### config.mk
export PLATFORM = sky130hd
export DESIGN_NAME = iocfg_bridge
export DESIGN_NICKNAME = d
export VERILOG_FILES = /design/src/rtl/iocfg_pkg.sv /design/src/rtl/iocfg_win_dec.sv /design/src/rtl/iocfg_addr_gen.sv /design/src/rtl/iocfg_seq.sv /design/src/rtl/iocfg_bridge.sv
export SDC_FILE = /design/constraint.sdc
export NUM_CORES = 1
export LEC_CHECK = 0
export BUFFER_PORTS_ARGS = -buffer_cell sky130_fd_sc_hd__clkbuf_2
export CORE_UTILIZATION = 40
export DETAILED_ROUTE_END_ITERATION = 16
export GPL_TIMING_DRIVEN = 0
export HOLD_SLACK_MARGIN = 0.08
export PLACE_DENSITY = 0.69
export SLEW_MARGIN = 20
export SYNTH_ARGS = -nofsm -noshare
export SYNTH_HDL_FRONTEND = slang
export SYNTH_SLANG_ARGS = --single-unit
### constraint.sdc
create_clock -name clk -period 5.4 [get_ports clk]
set_input_delay 0.81 -clock clk [delete_from_list [all_inputs] [get_ports clk]]
set_output_delay 0.81 -clock clk [all_outputs]
set_load 0.02 [all_outputs]
### src/rtl/iocfg_pkg.sv
package iocfg_pkg;
  parameter int unsigned AW   = 32;
  parameter int unsigned DW   = 32;
  parameter int unsigned BEW  = DW / 8;
  parameter int unsigned BIXW = $clog2(BEW);
  parameter int unsigned CMDW = 4;

  // Bit 0 of every code is the write flag; the sequencer relies on this.
  typedef enum logic [CMDW-1:0] {
    CMD_IO_RD  = 4'b0010,
    CMD_IO_WR  = 4'b0011,
    CMD_CFG_RD = 4'b1010,
    CMD_CFG_WR = 4'b1011
  } pci_cmd_e;

  typedef struct packed {
    logic [CMDW-1:0] cmd;
    logic [AW-1:0]   addr;
    logic [BEW-1:0]  be;
    logic [DW-1:0]   data;
  } pci_xact_t;

  function automatic logic [BIXW-1:0] lowest_be(input logic [BEW-1:0] be);
    logic [BIXW-1:0] idx;
    idx = '0;
    for (int i = BEW - 1; i >= 0; i--) begin
      if (be[i]) idx = BIXW'(i);
    end
    return idx;
  endfunction
endpackage

### src/rtl/iocfg_win_dec.sv
module iocfg_win_dec
  import iocfg_pkg::*;
(
  input  logic [AW-1:0] addr,
  input  logic [AW-1:0] base,
  input  logic [AW-1:0] mask,
  output logic          hit
);
  logic [AW-1:0] diff;

  always_comb begin
    diff = (addr ^ base) & mask;
    hit  = (diff == '0);
  end
endmodule

### src/rtl/iocfg_addr_gen.sv
module iocfg_addr_gen
  import iocfg_pkg::*;
#(
  parameter int unsigned DEV_LSB    = 11,
  parameter int unsigned DEVW       = 5,
  parameter int unsigned HI_CLR_LSB = 16,
  parameter int unsigned T1_KEEP    = 24
) (
  input  logic [AW-1:0]   cfg_reg,
  input  logic [AW-1:0]   word_addr,
  input  logic [AW-1:0]   remap,
  input  logic [AW-1:0]   mask,
  input  logic            hi_clear,
  input  logic            write,
  input  logic [BEW-1:0]  be,
  output logic [AW-1:0]   addr,
  output logic [CMDW-1:0] cmd
);
  localparam int unsigned NSEL       = AW - DEV_LSB;
  localparam int unsigned CFG_EN_BIT = AW - 1;

  logic [DEVW-1:0] dev;
  logic [NSEL-1:0] idsel;
  logic [AW-1:0]   io_addr;
  logic [AW-1:0]   t0_addr;
  logic [AW-1:0]   t1_addr;
  logic            cfg_mode;
  logic            type1;
  logic            unused_cfg;

  assign dev        = cfg_reg[DEV_LSB +: DEVW];
  assign cfg_mode   = cfg_reg[CFG_EN_BIT];
  assign type1      = (cfg_reg[1:0] != 2'b00);
  assign unused_cfg = ^cfg_reg[CFG_EN_BIT-1:T1_KEEP];

  // One comparator per selectable AD line; numbers past the top select none.
  genvar gi;
  generate
    for (gi = 0; gi < NSEL; gi++) begin : g_idsel
      assign idsel[gi] = (dev == DEVW'(gi));
    end
  endgenerate

  always_comb begin
    io_addr = (remap & mask) | (word_addr & ~mask);
    if (hi_clear) io_addr[AW-1:HI_CLR_LSB] = '0;
    io_addr[BIXW-1:0] = lowest_be(be);

    t0_addr = {idsel, cfg_reg[DEV_LSB-1:0]};

    t1_addr = '0;
    t1_addr[T1_KEEP-1:0] = cfg_reg[T1_KEEP-1:0];

    if (cfg_mode) begin
      addr = type1 ? t1_addr : t0_addr;
      cmd  = write ? CMD_CFG_WR : CMD_CFG_RD;
    end else begin
      addr = io_addr;
      cmd  = write ? CMD_IO_WR : CMD_IO_RD;
    end
  end
endmodule

### src/rtl/iocfg_seq.sv
module iocfg_seq
  import iocfg_pkg::*;
#(
  parameter int unsigned STEP = 4
) (
  input  logic           clk,
  input  logic           rst_n,
  input  logic           en_all,
  input  logic           hit,
  input  logic           lb_valid,
  input  logic           lb_write,
  input  logic           lb_last,
  input  logic [AW-1:0]  lb_addr,
  output logic [AW-1:0]  word_addr,
  input  pci_xact_t      nxt,
  output logic           lb_ready,
  output logic [DW-1:0]  lb_rdata,
  output logic           pci_req,
  output pci_xact_t      pkt,
  input  logic           pci_ack,
  input  logic [DW-1:0]  pci_rdata
);
  logic          req_q, req_d;
  logic          rdy_q, rdy_d;
  logic          in_burst_q, in_burst_d;
  logic [AW-1:0] next_addr_q;
  pci_xact_t     pkt_q;
  logic [DW-1:0] rdata_q;
  logic          accept;
  logic          rd_done;

  always_comb begin
    word_addr  = in_burst_q ? next_addr_q : lb_addr;
    accept     = lb_valid && !req_q && !rdy_q && en_all && (in_burst_q || hit);
    rd_done    = req_q && pci_ack && !pkt_q.cmd[0];
    req_d      = accept || (req_q && !pci_ack);
    rdy_d      = (accept && lb_write) || rd_done;
    in_burst_d = accept ? !lb_last : in_burst_q;
  end

  always_ff @(posedge clk or negedge rst_n) begin
    if (!rst_n) begin
      req_q       <= 1'b0;
      rdy_q       <= 1'b0;
      in_burst_q  <= 1'b0;
      next_addr_q <= '0;
      pkt_q       <= '0;
      rdata_q     <= '0;
    end else begin
      req_q      <= req_d;
      rdy_q      <= rdy_d;
      in_burst_q <= in_burst_d;
      if (accept) begin
        next_addr_q <= word_addr + AW'(STEP);
        pkt_q       <= nxt;
      end
      if (rd_done) rdata_q <= pci_rdata;
    end
  end

  assign lb_ready = rdy_q;
  assign lb_rdata = rdata_q;
  assign pci_req  = req_q;
  assign pkt      = pkt_q;

  // with the enables off, an idle sequencer stays idle
  a_r2_gated: assert property (@(posedge clk) disable iff (!rst_n)
    (!en_all && !req_q) |=> !req_q);
  // request and its fields hold until acknowledged
  a_r12_hold: assert property (@(posedge clk) disable iff (!rst_n)
    (req_q && !pci_ack) |=> (req_q && $stable(pkt_q)));
  // a write is acknowledged as soon as its request appears
  a_r9_posted: assert property (@(posedge clk) disable iff (!rst_n)
    ($rose(req_q) && pkt_q.cmd[0]) |-> rdy_q);
  // ready is a single-cycle pulse
  a_r9_pulse: assert property (@(posedge clk) disable iff (!rst_n)
    rdy_q |=> !rdy_q);
  // no ready while a read is outstanding
  a_r10_holdoff: assert property (@(posedge clk) disable iff (!rst_n)
    (req_q && !pkt_q.cmd[0]) |-> !rdy_q);
  // read data delivered the cycle after the acknowledge
  a_r10_data: assert property (@(posedge clk) disable iff (!rst_n)
    (req_q && pci_ack && !pkt_q.cmd[0]) |=> (rdy_q && rdata_q == $past(pci_rdata)));
endmodule

### src/rtl/iocfg_bridge.sv
module iocfg_bridge
  import iocfg_pkg::*;
#(
  parameter int unsigned DEV_LSB    = 11,
  parameter int unsigned HI_CLR_LSB = 16,
  parameter int unsigned T1_KEEP    = 24,
  parameter int unsigned WORD_STEP  = BEW
) (
  input  logic            clk,
  input  logic            rst_n,
  input  logic            en_master,
  input  logic            en_io_space,
  input  logic            en_dm_io,
  input  logic            io_hi_clear,
  input  logic [AW-1:0]   cfg_addr_reg,
  input  logic [AW-1:0]   win_base,
  input  logic [AW-1:0]   win_mask,
  input  logic [AW-1:0]   io_remap,
  input  logic            lb_valid,
  input  logic            lb_write,
  input  logic            lb_last,
  input  logic [AW-1:0]   lb_addr,
  input  logic [BEW-1:0]  lb_be,
  input  logic [DW-1:0]   lb_wdata,
  output logic            lb_ready,
  output logic [DW-1:0]   lb_rdata,
  output logic            pci_req,
  output logic [CMDW-1:0] pci_cmd,
  output logic [AW-1:0]   pci_addr,
  output logic [BEW-1:0]  pci_be,
  output logic [DW-1:0]   pci_wdata,
  input  logic            pci_ack,
  input  logic [DW-1:0]   pci_rdata
);
  logic [1:0]      rst_sync_q;
  logic            rst_sn;
  logic            hit;
  logic            en_all;
  logic [AW-1:0]   word_addr;
  logic [AW-1:0]   gen_addr;
  logic [CMDW-1:0] gen_cmd;
  pci_xact_t       nxt;
  pci_xact_t       pkt;

  // Asynchronous assertion, synchronous release
  always_ff @(posedge clk or negedge rst_n) begin
    if (!rst_n) rst_sync_q <= '0;
    else        rst_sync_q <= {rst_sync_q[0], 1'b1};
  end
  assign rst_sn = rst_sync_q[1];

  assign en_all = en_master && en_io_space && en_dm_io;

  iocfg_win_dec u_dec (
    .addr (lb_addr),
    .base (win_base),
    .mask (win_mask),
    .hit  (hit)
  );

  iocfg_addr_gen #(
    .DEV_LSB    (DEV_LSB),
    .DEVW       (5),
    .HI_CLR_LSB (HI_CLR_LSB),
    .T1_KEEP    (T1_KEEP)
  ) u_agen (
    .cfg_reg   (cfg_addr_reg),
    .word_addr (word_addr),
    .remap     (io_remap),
    .mask      (win_mask),
    .hi_clear  (io_hi_clear),
    .write     (lb_write),
    .be        (lb_be),
    .addr      (gen_addr),
    .cmd       (gen_cmd)
  );

  always_comb begin
    nxt.cmd  = gen_cmd;
    nxt.addr = gen_addr;
    nxt.be   = lb_be;
    nxt.data = lb_wdata;
  end

  iocfg_seq #(.STEP(WORD_STEP)) u_seq (
    .clk       (clk),
    .rst_n     (rst_sn),
    .en_all    (en_all),
    .hit       (hit),
    .lb_valid  (lb_valid),
    .lb_write  (lb_write),
    .lb_last   (lb_last),
    .lb_addr   (lb_addr),
    .word_addr (word_addr),
    .nxt       (nxt),
    .lb_ready  (lb_ready),
    .lb_rdata  (lb_rdata),
    .pci_req   (pci_req),
    .pkt       (pkt),
    .pci_ack   (pci_ack),
    .pci_rdata (pci_rdata)
  );

  assign pci_cmd   = pkt.cmd;
  assign pci_addr  = pkt.addr;
  assign pci_be    = pkt.be;
  assign pci_wdata = pkt.data;

  // a Type 0 address never selects more than one device line
  a_r5_idsel_onehot: assert property (@(posedge clk) disable iff (!rst_sn)
    (pci_req && pci_cmd[3] && pci_addr[1:0] == 2'b00) |-> $onehot0(pci_addr[AW-1:DEV_LSB]));
  // a Type 1 address keeps its top byte clear
  a_r6_top_zero: assert property (@(posedge clk) disable iff (!rst_sn)
    (pci_req && pci_cmd[3] && pci_addr[1:0] != 2'b00) |-> (pci_addr[AW-1:T1_KEEP] == '0));
  // byte enables of a new request are those of the word just claimed
  a_r8_be_pass: assert property (@(posedge clk) disable iff (!rst_sn)
    $rose(pci_req) |-> (pci_be == $past(lb_be)));
endmodule

==> flow_metrics.py <==
metrics = {
    "route": {
        "drt-pass1-iter-count": 5,
        "drc": 0,
        "antenna_left": 0,
        "wirelength_mm": 30.08,
        "detail_route.wl_per_cell_um": 21.42,
        "drtIter0Drc": 514,
        "vias": 7859,
        "viasPerCell": 5.598,
    },
    "power_and_ir_drop": {
        "p_leak_uw": 0.005500,
        "ir_drop_v": 0.0002022,
        "finalPower_uw": 2667,
        "powerDensity_nw_per_um2": 246.0,
    },
    "grt": {
        "grt_pass1_wl_mm": 46.29,
        "grt_use_total_pct": 29.03,
        "antenna_found_initial": 2,
        "first_global_vias": 8017,
        "grt_max_degree": 52,
        "grt_overflow_total": 0,
    },
    "finish": {
        "final_nets": 1364,
        "drive_gt1_share_pct": 42.71,
        "final_common_cell": "clkbuf_2",
        "mostFrequentLayoutCells": "clkbuf_2, dfrtp_1, mux2_2",
        "syn2layout_area_growth_pct": 32.60,
    },
    "clock_tree": {
        "cts_root_buffer": "clkbuf_16",
        "post_cts_buffers": 0,
        "ctsHoldBuffers": 0,
        "cts_tree": "yes",
        "cts.sinks": 138,
        "cts_buffer_depth": 2,
        "cts-resized-gates": 0,
        "insertion_delay_ps": 420,
        "path_clk_slew_ps": 70,
        "htree_levels": 4,
        "cts_buffers": 17,
    },
    "yosys": {
        "ys_warn_count": 0,
        "async_flop_share_pct": 100.0,
        "avgSynthCellArea_um2": 10.59,
        "synth_nets": 1011,
        "ys_types": 61,
        "synth-edff-count": 0,
        "syn_area_um2": 8175,
        "synth-seq-area-share_pct": 42.24,
        "synth_cells": 772,
        "synth_ff_type": "dfrtp_1",
        "synth-seq-cells": 138,
    },
    "outcome": {
        "status": "finished clean",
    },
    "worst_setup_path": {
        "crit_cells": 13,
        "crit_family": "buffers and inverters",
        "cp.arrival_ps": 4050,
        "worstPathBufferInverterCount": 5,
        "slowest_stage": "nor4b_1",
        "critPathMaxStageDelay_ps": 710,
        "cp_max_fo": 10,
        "critPathKind": "reg -> reg",
        "startpoint_type": "flop",
        "critPathRequiredTime_ps": 5710,
        "path_cells": "buf_2, buf_6, buf_4, buf_4, buf_2, mux2_2, ha_1, nand4_1, o2bb2ai_1, nor4b_1, mux2i_1, nand2_1, o221a_2",
        "critPathCaptureType": "flop",
        "r2r_cells": 13,
    },
    "die": {
        "die_w_um": 145.0,
        "initial_core_util_pct": 41.46,
        "io_pins": 344,
        "die_h_um": 145.0,
        "coreArea_um2": 19720,
        "dieArea_um2": 21010,
        "fp-row-count": 51,
    },
    "timing": {
        "timing.setup.tns_ps": 0,
        "fmax_ghz": 0.2671,
        "slew_violations": 0,
        "final_hold_viol_count": 0,
        "rsz0062_at_grt": "no",
        "fin_crit_sh_pct": 69.33,
        "clock_skew_ps": 9.776,
        "period_minus_slack_ps": 3744,
        "maxSlewHeadroom_pct": 42.23,
        "worst_pin_slew_ps": 842.5,
        "setup_viol": 0,
    },
    "placement": {
        "hpwl_mm": 23.97,
        "gp_congestion": 0.9434,
        "port_buffers": 332,
    },
    "run": {
        "maxCapViolCount": 0,
    },
    "hold_path": {
        "min_path_type": "in -> async",
    },
}
cells in the mapped netlist (5+ instances only):
master,count,share of area [%]
nand3b_1,11,1.0
a21oi_1,46,2.8
dfrtp_1,138,42
nand4b_1,6,0.64
and3_1,14,1.1
mux2_2,70,9.6
buf_2,8,0.49
xnor2_1,10,1.1
o22ai_1,15,1.1
buf_4,9,0.83
nor2_1,47,2.2
and4_1,12,1.3
nand3_1,13,0.80
mux2i_1,37,4.5
nand4_1,16,1.2
o21ai_0,35,2.1
buf_6,6,0.83
a22oi_1,22,2.0
nor3_1,6,0.37
clkbuf_1,18,0.83
xor2_1,49,5.2
a211oi_1,7,0.64
nand2_1,51,2.3
o221a_1,6,0.83
nand2b_1,5,0.38
inv_1,7,0.32
mux2_1,39,5.4
o221a_2,18,2.5
cell type report:
| cell class | instances | area (um^2) |
|---|---|---|
| multi-input cells | 585 | 4449 |
| diodes | 1 | 2.502 |
| well taps | 265 | 331.6 |
| repair buffers | 334 | 1717 |
| fillers | 1786 | 8877 |
| plain buffers | 41 | 242.7 |
| inverters | 8 | 30.03 |
| clock inverters | 14 | 181.4 |
| flip-flops and latches | 138 | 3457 |
| clock buffers | 18 | 429.2 |
state kept, by name (all words and copies together) (netlist names):
signal and flops:
u_seq.lb_rdata 32, u_seq.pkt 71, u_seq.lb_ready 1, u_seq.in_burst_q 1, u_seq.pci_req 1, rst_sync_q 2, u_seq.next_addr_q 30
where the power goes:
group | internal, uW | switching (uW)
sequential | 1060 | 18.6
combinational | 148 | 203
clock | 738 | 504
total | 1940 | 725
worst reg2reg max path: stages, from the launching register on:
cell and delay (ps):
dfrtp_1 310, buf_2 190, buf_6 180, buf_4 210, buf_4 240, buf_2 310
mux2_2 250, ha_1 280, nand4_1 200, o2bb2ai_1 290, nor4b_1 720, mux2i_1 260
nand2_1 70, o221a_2 130
worst paths after layout:
path                                                   start                                end  slack (ps)
worst max-delay path            u_seq.in_burst_q$_DFFE_PN0P_  u_seq.next_addr_q[26]$_DFFE_PN0P_        1660
worst min-delay path                                   rst_n            rst_sync_q[0]$_DFF_PN0_         160
worst max register to register  u_seq.in_burst_q$_DFFE_PN0P_  u_seq.next_addr_q[26]$_DFFE_PN0P_        1660
worst min register to register       rst_sync_q[1]$_DFF_PN0_          u_seq.pkt[12]$_DFFE_PN0P_         350
max in group asynchronous            rst_sync_q[1]$_DFF_PN0_          u_seq.pkt[43]$_DFFE_PN0P_        4340
min in group clk                     rst_sync_q[0]$_DFF_PN0_            rst_sync_q[1]$_DFF_PN0_         370
layer usage:
layer / vias up / global-route usage [%] / share of wire, %
met1: 3765 / 35.64 / 39
met4: 2 / 10.16 / 3.0
met3: 58 / 7.547 / 9.3
met2: 437 / 49.06 / 48
li1: 3597 / - / -
met5: - / 0 / 0.043
cells by family (layout without fill, tap and decap cells):
family                   Yosys count  count (layout)  share of synthesized area [%]
multiplexers                     146             146                          19.54
adder cells (fa/ha/maj)            1               1                         0.1530
AO/OA/AOI/OAI                    173             173                          14.54
AND/OR/NAND/NOR                  204             204                          13.77
flip-flops                       138             138                          42.24
XOR/XNOR                          59              59                          6.321
buffers and inverters             49             415                          3.336
other                              2               3                        0.09186
per-stage QoR:
step	utilization, %	setup WS (ps)	area [um^2]	instances	hold slack (ps)
2_1_floorplan	-	1270	8175	772	331.2
3_3_place_gp	51.57	-547.7	10170	1369	336.4
3_5_place_dp	51.87	1725	10230	1371	351.6
4_1_cts	54.97	1718	10840	1403	150.2
5_1_grt	54.97	1515	10840	1403	143.8
6_report	54.98	1656	10840	1404	159.5
No activity file was read; power rests on OpenSTA's default activity.
